<file path="src/rtl/lru_pkg.sv">
package lru_pkg;
    typedef enum logic {
        OP_INSERT  = 1'b0,
        OP_DEQUEUE = 1'b1
    } lru_op_e;
endpackage

</file>
<file path="src/rtl/lru_note_fifo.sv">
module lru_note_fifo #(
    parameter int DEPTH = 4,
    parameter int W     = 4,
    localparam int PW   = $clog2(DEPTH),
    localparam int LW   = $clog2(DEPTH + 1)
) (
    input  logic          clk,
    input  logic          rst_n,
    input  logic          push_valid,
    input  logic [W-1:0]  push_data,
    input  logic          pop,
    output logic          out_valid,
    output logic [W-1:0]  out_data,
    output logic [LW-1:0] level
);
    typedef struct packed {
        logic [DEPTH-1:0][W-1:0] mem;
        logic [PW-1:0]           rd;
        logic [PW-1:0]           wr;
        logic [LW-1:0]           lvl;
    } fifo_t;

    fifo_t s_q, s_d;
    logic  do_pop, do_push;

    always_comb begin
        s_d     = s_q;
        // space and data are judged on the state at the start of the cycle
        do_pop  = pop && (s_q.lvl != '0);
        do_push = push_valid && (s_q.lvl != LW'(DEPTH));
        if (do_pop) begin
            s_d.rd = (s_q.rd == PW'(DEPTH - 1)) ? '0 : s_q.rd + 1'b1;
        end
        if (do_push) begin
            s_d.mem[s_q.wr] = push_data;
            s_d.wr = (s_q.wr == PW'(DEPTH - 1)) ? '0 : s_q.wr + 1'b1;
        end
        s_d.lvl = s_q.lvl + LW'(do_push) - LW'(do_pop);
    end

    always_ff @(posedge clk) begin
        if (!rst_n) s_q <= '0;
        else        s_q <= s_d;
    end

    assign out_valid = (s_q.lvl != '0);
    assign out_data  = s_q.mem[s_q.rd];
    assign level     = s_q.lvl;
endmodule

</file>
<file path="src/rtl/lru_list_core.sv">
module lru_list_core
    import lru_pkg::*;
#(
    parameter int N    = 16,
    localparam int IW  = $clog2(N),
    localparam int CW  = $clog2(N + 1)
) (
    input  logic          clk,
    input  logic          rst_n,
    input  logic          cmd_valid,
    input  lru_op_e       cmd_op,
    input  logic [IW-1:0] cmd_idx,
    input  logic          note_valid,
    input  logic [IW-1:0] note_idx,
    output logic          note_pop,
    output logic          rsp_valid,
    output logic          rsp_empty,
    output logic [IW-1:0] rsp_idx,
    output logic [CW-1:0] occ
);
    typedef struct packed {
        logic [N-1:0][IW-1:0] nxt;   // toward LRU end
        logic [N-1:0][IW-1:0] prv;   // toward MRU end
        logic [N-1:0]         mem;   // chunk is linked
        logic [IW-1:0]        head;  // MRU
        logic [IW-1:0]        tail;  // LRU
        logic [CW-1:0]        cnt;
        logic                 rv;
        logic                 re;
        logic [IW-1:0]        ri;
    } list_t;

    list_t         s_q, s_d;
    logic [IW-1:0] p_sel, n_sel;

    assign note_pop = note_valid && !cmd_valid;

    always_comb begin
        s_d   = s_q;
        s_d.rv = 1'b0;
        s_d.re = 1'b0;
        s_d.ri = '0;
        p_sel = s_q.prv[note_idx];
        n_sel = s_q.nxt[note_idx];
        if (cmd_valid) begin
            if (cmd_op == OP_DEQUEUE) begin
                s_d.rv = 1'b1;
                if (s_q.cnt == '0) begin
                    s_d.re = 1'b1;
                end else begin
                    s_d.ri            = s_q.tail;
                    s_d.mem[s_q.tail] = 1'b0;
                    s_d.cnt           = s_q.cnt - 1'b1;
                    if (s_q.cnt != CW'(1)) s_d.tail = s_q.prv[s_q.tail];
                end
            end else if (!s_q.mem[cmd_idx]) begin
                s_d.mem[cmd_idx] = 1'b1;
                s_d.cnt          = s_q.cnt + 1'b1;
                s_d.nxt[cmd_idx] = s_q.head;
                s_d.prv[cmd_idx] = '0;
                s_d.head         = cmd_idx;
                if (s_q.cnt == '0) s_d.tail = cmd_idx;
                else               s_d.prv[s_q.head] = cmd_idx;
            end
        end else if (note_valid && s_q.mem[note_idx] && note_idx != s_q.head) begin
            // unlink from its position, then link at the MRU end
            s_d.nxt[p_sel] = n_sel;
            if (note_idx == s_q.tail) s_d.tail = p_sel;
            else                      s_d.prv[n_sel] = p_sel;
            s_d.nxt[note_idx] = s_q.head;
            s_d.prv[s_q.head] = note_idx;
            s_d.head          = note_idx;
        end
    end

    always_ff @(posedge clk) begin
        if (!rst_n) s_q <= '0;
        else        s_q <= s_d;
    end

    assign rsp_valid = s_q.rv;
    assign rsp_empty = s_q.re;
    assign rsp_idx   = s_q.ri;
    assign occ       = s_q.cnt;
endmodule

</file>
<file path="src/rtl/lru_chunk_list.sv">
module lru_chunk_list
    import lru_pkg::*;
#(
    parameter int N_CHUNKS   = 16,
    parameter int NOTE_DEPTH = 4,
    localparam int IW = $clog2(N_CHUNKS),
    localparam int CW = $clog2(N_CHUNKS + 1),
    localparam int LW = $clog2(NOTE_DEPTH + 1)
) (
    input  logic          clk,
    input  logic          rst_n,
    input  logic          acc_valid,
    input  logic [IW-1:0] acc_idx,
    input  logic          cmd_valid,
    input  logic          cmd_op,
    input  logic [IW-1:0] cmd_idx,
    output logic          rsp_valid,
    output logic          rsp_empty,
    output logic [IW-1:0] rsp_idx
);
    logic          note_valid, note_pop;
    logic [IW-1:0] note_idx;
    logic [LW-1:0] note_lvl;
    logic [CW-1:0] list_occ;

    lru_note_fifo #(.DEPTH(NOTE_DEPTH), .W(IW)) u_fifo (
        .clk        (clk),
        .rst_n      (rst_n),
        .push_valid (acc_valid),
        .push_data  (acc_idx),
        .pop        (note_pop),
        .out_valid  (note_valid),
        .out_data   (note_idx),
        .level      (note_lvl)
    );

    lru_list_core #(.N(N_CHUNKS)) u_core (
        .clk        (clk),
        .rst_n      (rst_n),
        .cmd_valid  (cmd_valid),
        .cmd_op     (lru_op_e'(cmd_op)),
        .cmd_idx    (cmd_idx),
        .note_valid (note_valid),
        .note_idx   (note_idx),
        .note_pop   (note_pop),
        .rsp_valid  (rsp_valid),
        .rsp_empty  (rsp_empty),
        .rsp_idx    (rsp_idx),
        .occ        (list_occ)
    );
endmodule

</file>
<file path="config.mk">
export PLATFORM = sky130hd
export DESIGN_NAME = lru_chunk_list
export DESIGN_NICKNAME = d
export VERILOG_FILES = /design/src/rtl/lru_pkg.sv /design/src/rtl/lru_note_fifo.sv /design/src/rtl/lru_list_core.sv /design/src/rtl/lru_chunk_list.sv
export SDC_FILE = /design/constraint.sdc
export NUM_CORES = 1
export LEC_CHECK = 0
export ABC_CLOCK_PERIOD_IN_PS = 9600
export BUFFER_PORTS_ARGS = -buffer_cell sky130_fd_sc_hd__buf_2
export CAP_MARGIN = 20
export CORE_MARGIN = 4
export CORE_UTILIZATION = 50
export DETAILED_ROUTE_END_ITERATION = 8
export PLACE_DENSITY = 0.62
export RECOVER_POWER = 50
export SYNTH_ARGS = -nofsm -noshare
export SYNTH_HDL_FRONTEND = slang
export SYNTH_SLANG_ARGS = --single-unit
</file>
<file path="constraint.sdc">
create_clock -name clk -period 9.6 [get_ports clk]
set_input_delay 0.48 -clock clk [delete_from_list [all_inputs] [get_ports clk]]
set_output_delay 0.48 -clock clk [all_outputs]
set_load 0.02 [all_outputs]
</file>
Word-level counts from Yosys, hierarchy flattened:

Cells that the tools add are included.

* $add $sub $neg: 6
* order comparisons: 15
* equal/unequal tests: 14
* mux-type cells: 58
* bitwise operators: 8
* reductions and logical operators: 23

Operator list (number)
* $bwmux W64: 6
* $mux W128: 3
* $mux W64: 4
* $mux W157: 1
* $demux W4 S4: 5
* $and A64 B64 Y64: 1
* $not A64 Y64: 1
* $mux W4: 15
* $bmux W4 S4: 3
* $mux W16: 2
* $lt A4 B5 Y1 const B: 6
* $ge A4 B1 Y1 const B: 6
* $mux W9: 2
* $and A16 B16 Y16: 1
* $bwmux W16: 1
* $mux W8: 2
* $not A16 Y16: 1
* $or A16 B16 Y16: 1
* $logic_and A1 B1 Y1: 12
* $ne A3 B3 Y1 const B: 3
* $reduce_and A3 Y1: 3
* $bmux W1 S4: 2
* $bmux W4 S2: 1
* $demux W1 S4: 2
* other kinds (26): 40

* register bits: 186
* bits of input ports: 13
* output and inout port bits: 6
* word-level logic and storage cells: 170

Logic depth before layout (Yosys ltp):

* depth after elaboration: 15
* mapped depth: 16
* mapped depth without buffers: 10

Cells and area by module:

A second synthesis with hierarchy kept.

* cell total of the unflattened synthesis: 1503
* area total of the unflattened synthesis: 12530.8 um^2

Modules (own cells, without submodules)
* lru_list_core: times used 1, cells each 1388, area each 11352.1 um^2, seq. area each 3263.1 um^2
* lru_note_fifo: times used 1, cells each 115, area each 1178.6 um^2, seq. area each 460.4 um^2

Worst setup path before layout:

Ideal clock, no wire load.

* path kind: register -> register
* start point: register u_fifo.s_q[5] (netlist name)
* end point: register u_core.s_q[158] (netlist name)
* library setup time: 58 ps
* arrival time: 3323 ps
* data required time: 9542 ps
* setup slack: 6219 ps
* cell stages (with the launch flop): 15
* buffers on the path: 6
* period minus slack after synthesis: 3381 ps
* cell sequence: dfxtp_1 > buf_6 > mux4_2 > buf_6 > buf_8 > buf_6 > buf_6 > mux2i_1 > a22oi_1 > a21oi_1 > or2_2 > buf_4 > o41ai_2 > and2_1 > o221a_2

* cells in the longest elaborated chain, start to end: 12
* elaborated cells on any way between the ends: 27
* those cells by class: order compare: 4; eq/ne: 1; mux: 16; reduce/logical: 6

Ends and longest elaborated chain
* from (decl): RTL line lru_note_fifo.sv:23 `fifo_t s_q, s_d;`
* from (signal assigned): RTL line lru_note_fifo.sv:42 `if (!rst_n) s_q <= '0;`
* from (signal assigned): RTL line lru_note_fifo.sv:43 `else s_q <= s_d;`
* $bmux W4 S2 (*): RTL line lru_note_fifo.sv:47 `assign out_data = s_q.mem[s_q.rd];`
* $mux W4 (implied by the code) (*): RTL line lru_note_fifo.sv:47
* $bmux W4 S4: RTL line lru_list_core.sv:43 `p_sel = s_q.prv[note_idx];`
* $mux W4 (implied by the code): RTL line lru_list_core.sv:43
* $lt A4 B5 Y1 (implied by the code) or $ge A4 B1 Y1 (tied branches): RTL line lru_list_core.sv:67 `s_d.nxt[p_sel] = n_sel;`
* $logic_and A1 B1 Y1 (implied by the code): RTL line lru_list_core.sv:67
* $mux W4 (implied by the code): RTL line lru_list_core.sv:67
* $demux W4 S4
* $bwmux W64: RTL line lru_list_core.sv:67
* $bwmux W64: RTL line lru_list_core.sv:70 `s_d.nxt[note_idx] = s_q.head;`
* $mux W128: RTL line lru_list_core.sv:65 `end else if (note_valid && s_q.mem[note_idx] && note_idx != s_q.head) begin`
* $mux W128: RTL line lru_list_core.sv:45 `if (cmd_valid) begin`
* to (signal assigned): RTL line lru_list_core.sv:77 `if (!rst_n) s_q <= '0;`
* to (signal assigned): RTL line lru_list_core.sv:78 `else s_q <= s_d;`
* to (decl): RTL line lru_list_core.sv:33 `list_t s_q, s_d;`

Mark *: on every way between the ends. The rest lies on a longest branch, timed or not. The select of a mux whose other input is x is not followed.
A chain may end at the register's enable or synchronous reset.

Final worst setup path:

* start point: input cmd_valid
* end point: register u_core.s_q[98] (netlist name)

* cells in the longest elaborated chain, start to end: 2
* elaborated cells on any way between the ends: 5
* those cells by class: eq/ne: 2; mux: 1; reduce/logical: 2

Ends and longest elaborated chain
* from (decl): RTL line lru_chunk_list.sv:14 `input logic cmd_valid,`
* $ne A2 B2 Y1 (no source line) or $reduce_bool A2 Y1 (tied branches)
* $reduce_and A3 Y1 (no source line)

Several ways; a longest one is shown, not always the timed one.

==> reports/summary.txt <==
Number of nets in the layout -> 1,555
Beginning of the worst register-to-register path -> u_fifo.s_q[5]$_SDFFE_PN0P_
Worst min-delay path category -> in2reg
Sum of overflow across all layers after global routing -> 0
Number of vias per cell after detailed routing -> 7.467
Remaining routing DRC violations -> 0
Post-CTS setup buffers -> 0
Routed WL per cell -> 28.20 µm
Netlist area before placement -> 13,400 µm²
Sequential power share -> 30.4%
Inst Count DP -> 1,844
Post-route ant nets -> 0
Accumulated negative setup slack -> 0 ns
Min setup slack post-route -> 2.551 ns
Relative slew slack -> -197.1%
Startpoint type of the worst setup path -> primary input
Most frequently used flop master after synthesis -> dfxtp_1
Final standard cell count with taps included and fillers excluded -> 1,879
Half-perimeter wire length after placement -> 35,440 µm
Top-level port count -> 19
CTS tree -> built
RR Endpoint -> u_core.s_q[44]$_SDFFE_PN0P_
Cell variety after synth -> 93
Kind of end point of the critical path -> register
Count of buffers inserted at the top-level ports -> 18
Final setup skew -> 0.01812 ns
DR pass1 iterations -> 7
VDD IR-drop max -> 0.1225 mV
Clock-pin slew reported for the worst setup and hold paths after clock tree synthesis -> 0.09 ns
Clock insertion delay at the later pin of the skew report -> 0.46 ns
Max Fclk -> 141.9 MHz
FP Rows -> 59
Worst stage delay on the critical path -> 2.59 ns
Die Height -> 171.7 µm
Critical Path Slowest Stage Cell -> clkbuf_1
Die width -> 171.7 µm
Synthesized instance count -> 1,610
Area growth syn-to-layout -> 4.688%
Area occupied by multi-input gates -> 8907 µm²
Pin count of the biggest net entering global routing -> 88
Number of endpoints with negative hold slack in the final report -> 0
Min Clock Period, post-route -> 7.049 ns
Ratio of cells with drive above 1 in the final layout -> 10.69%
Status -> finished, violations left
Yosys synthesis warning count -> 0
Setup-failing EPs final -> 0
Max cap viols -> 3
Total Wirelength -> 52,980 µm
Critical Path Most Common Cell -> clkbuf_1
Number of synthesized flops with an enable pin -> 0
Top-count cell post-synth -> a21oi_1
Seq cells post-synth -> 186
Worst Path Arrival -> 7.44 ns
Combinational fraction of design power -> 44.4%
Number of cell instances on the worst register-to-register path -> 9
H-Tree Level Count -> 4
Area of the die -> 29,480 µm²
Transition time of the tightest slew-check pin -> 4.457 ns
Library cell with the largest summed area after synthesis -> dfxtp_1
Initial core utilization -> 51.13%
Maximum clock path buffer count -> 2
Worst Path Required -> 9.99 ns
Number of diodes added for antenna fixing -> 0
Core outline area -> 26,210 µm²
Worst setup timing slack at the placement stage -> 4.331 ns
Number of antenna violations at the first check in global routing -> 1
Post-Syn Area per Cell -> 8.322 µm²
Cts repair resizes -> 0
Global-route wire length before repair -> 80,410 µm
RSZ-0062 raised after global routing -> false
Number of filler cells placed in the layout -> 2,437
Area used by sequential logic in the layout -> 3724 µm²
Quantity of hold-fixing buffers added after cts -> 0
Hold-critical path depth -> 3
Violations in the final reports -> max-capacitance violations, max-slew violations
Buffer cell driving the clock tree root -> clkbuf_16
Number of global-route vias before repair -> 13,050
Sinks on the clock net -> 186
Synth top area cells -> dfxtp_1 (28%), a21oi_1 (8.0%), mux2i_1 (6.9%)
Proportion of register bits with asynchronous set or reset after synthesis -> 0%
Total power per unit cell area -> 213.6 nW/µm²
Syn nets -> 1,634
Top cell types by occurrence after synthesis -> a21oi_1 (213), dfxtp_1 (186), nand2_1 (121)
Via count -> 14,030
Crit Path Class -> in2reg
Fraction of the yosys area taken by sequential cells -> 27.79%
DRC violation total after the first TritonRoute iteration -> 2,389
Cell chain of the critical path -> clkbuf_1 -> clkbuf_1 -> nand3b_1 -> o31a_2 -> clkbuf_1 -> nor2_1 -> o31a_1 -> a32o_1
Maximum fanout encountered on the critical timing path -> 75
Global Route Usage Sum -> 35.30%
Routability Congestion -> 1.001
Net switching power -> 1.431 mW
Hold wc startpoint -> acc_idx[2]
Cell-internal power -> 1.565 mW
Switching portion of total power -> 47.77%
Synth top area share -> 27.79%
Final period utilization -> 73.42%
Part of the total power dissipated in the clock network -> 25.2%
Inserted Clock Buffers -> 17
Final design utilization -> 53.53%
Setup slack of the worst register-to-register path -> 3.15 ns
Min-Delay Endpoint -> u_fifo.s_q[21]$_SDFFE_PN0P_
Design Power -> 2.996 mW
Max-slew violation count -> 205
Leakage power total -> 4.294 nW
==> per-layer routing <==
metal | wire [µm] | track usage [%] | up-vias | part of all wire [%]
met1 | 21020 | 47.59 | 6683 | 40
met2 | 22270 | 52.22 | 956 | 42
met5 | 0 | 0 | - | 0
met3 | 6268 | 7.630 | 232 | 12
met4 | 3415 | 20.08 | 0 | 6.4
li1 | - | - | 6160 | -
==> worst max-delay path by stage <==
stage	startpoint	endpoint	slack [ns]	depth (start not counted)
5_1_grt	cmd_valid	u_core.s_q[39]$_SDFFE_PN0P_	2.43	8
3_3_place_gp	u_fifo.s_q[5]$_SDFFE_PN0P_	u_core.s_q[37]$_SDFFE_PN0P_	4.47	9
3_5_place_dp	u_fifo.s_q[5]$_SDFFE_PN0P_	u_core.s_q[37]$_SDFFE_PN0P_	4.33	9
4_1_cts	u_fifo.s_q[5]$_SDFFE_PN0P_	u_core.s_q[37]$_SDFFE_PN0P_	4.31	9
2_1_floorplan	u_fifo.s_q[5]$_SDFFE_PN0P_	u_core.s_q[158]$_SDFFE_PN0P_	6.22	14
6_report	cmd_valid	u_core.s_q[98]$_SDFFE_PN0P_	2.55	8
==> sequential cells by signal, summed over array words and instances, names as in the netlist <==
signal,flops
u_core.s_q,152
u_fifo.s_q,20
u_core.occ,5
u_core.rsp_idx,4
u_fifo.level,3
u_core.rsp_empty,1
u_core.rsp_valid,1
==> worst max-delay path: cells and delay by family <==
kind	cells	cell delay, ns
buf+inv	3	4.60
simple gates	2	1.46
compound gates	3	0.79
==> cell families after synthesis <==
family	count (synthesis)	share of synthesized area [%]
xor+xnor	13	0.8498
fa+ha+maj	11	1.083
buf+inv	164	5.995
simple gates	457	17.47
compound gates	653	34.71
flops	186	27.79
mux	126	12.10
==> area by class of cell <==
cell class                      count  area share, %
Clock buffer                       17          3.033
Clock inverter                     15          1.231
Inverter                           21         0.5709
Multi-Input combinational cell   1260          63.50
Sequential cell                   186          26.55
Tap cell                          335          2.988
Timing Repair Buffer               45          2.132
==> power groups by stage <==
stage | combinational [mW] | clock, mW | sequential, mW
floorplan | 0.932 | 0 | 0.888
global placement | 1.24 | 0 | 0.925
detailed placement | 1.25 | 0 | 0.924
CTS | 1.26 | 0.757 | 0.906
global route | 1.39 | 0.789 | 0.917
finish | 1.33 | 0.754 | 0.912
==> placed cells by master (no fill, tap or decap), types with 10 or more instances in the layout <==
cell / n
inv_1: 20
buf_2: 10
a31oi_1: 27
a22oi_1: 48
nand2_1: 121
a21oi_1: 213
mux4_2: 27
a222oi_1: 14
o221ai_1: 14
clkbuf_1: 12
nor2b_1: 14
ha_1: 10
mux2i_1: 93
xnor2_1: 12
nor3_1: 29
nand4_1: 17
or3_1: 14
buf_4: 20
a211oi_1: 51
dfxtp_1: 186
o31ai_1: 22
a32oi_1: 21
a32o_1: 13
nand3_1: 49
nand2b_1: 13
nor2_1: 113
clkbuf_16: 17
a311oi_1: 29
o22ai_1: 19
nor4_1: 11
o21ai_0: 57
and2_1: 29
==> through the flow <==
| step | hold WS, ns | instance area (µm²) |
|---|---|---|
| 2_1_floorplan | 0.4331 | 13400 |
| 3_3_place_gp | 0.4483 | 13400 |
| 3_5_place_dp | 0.4492 | 13400 |
| 4_1_cts | 0.3002 | 14000 |
| 5_1_grt | 0.3169 | 14030 |
| 6_report | 0.3087 | 14030 |
No activity file was read; power rests on OpenSTA's default activity.
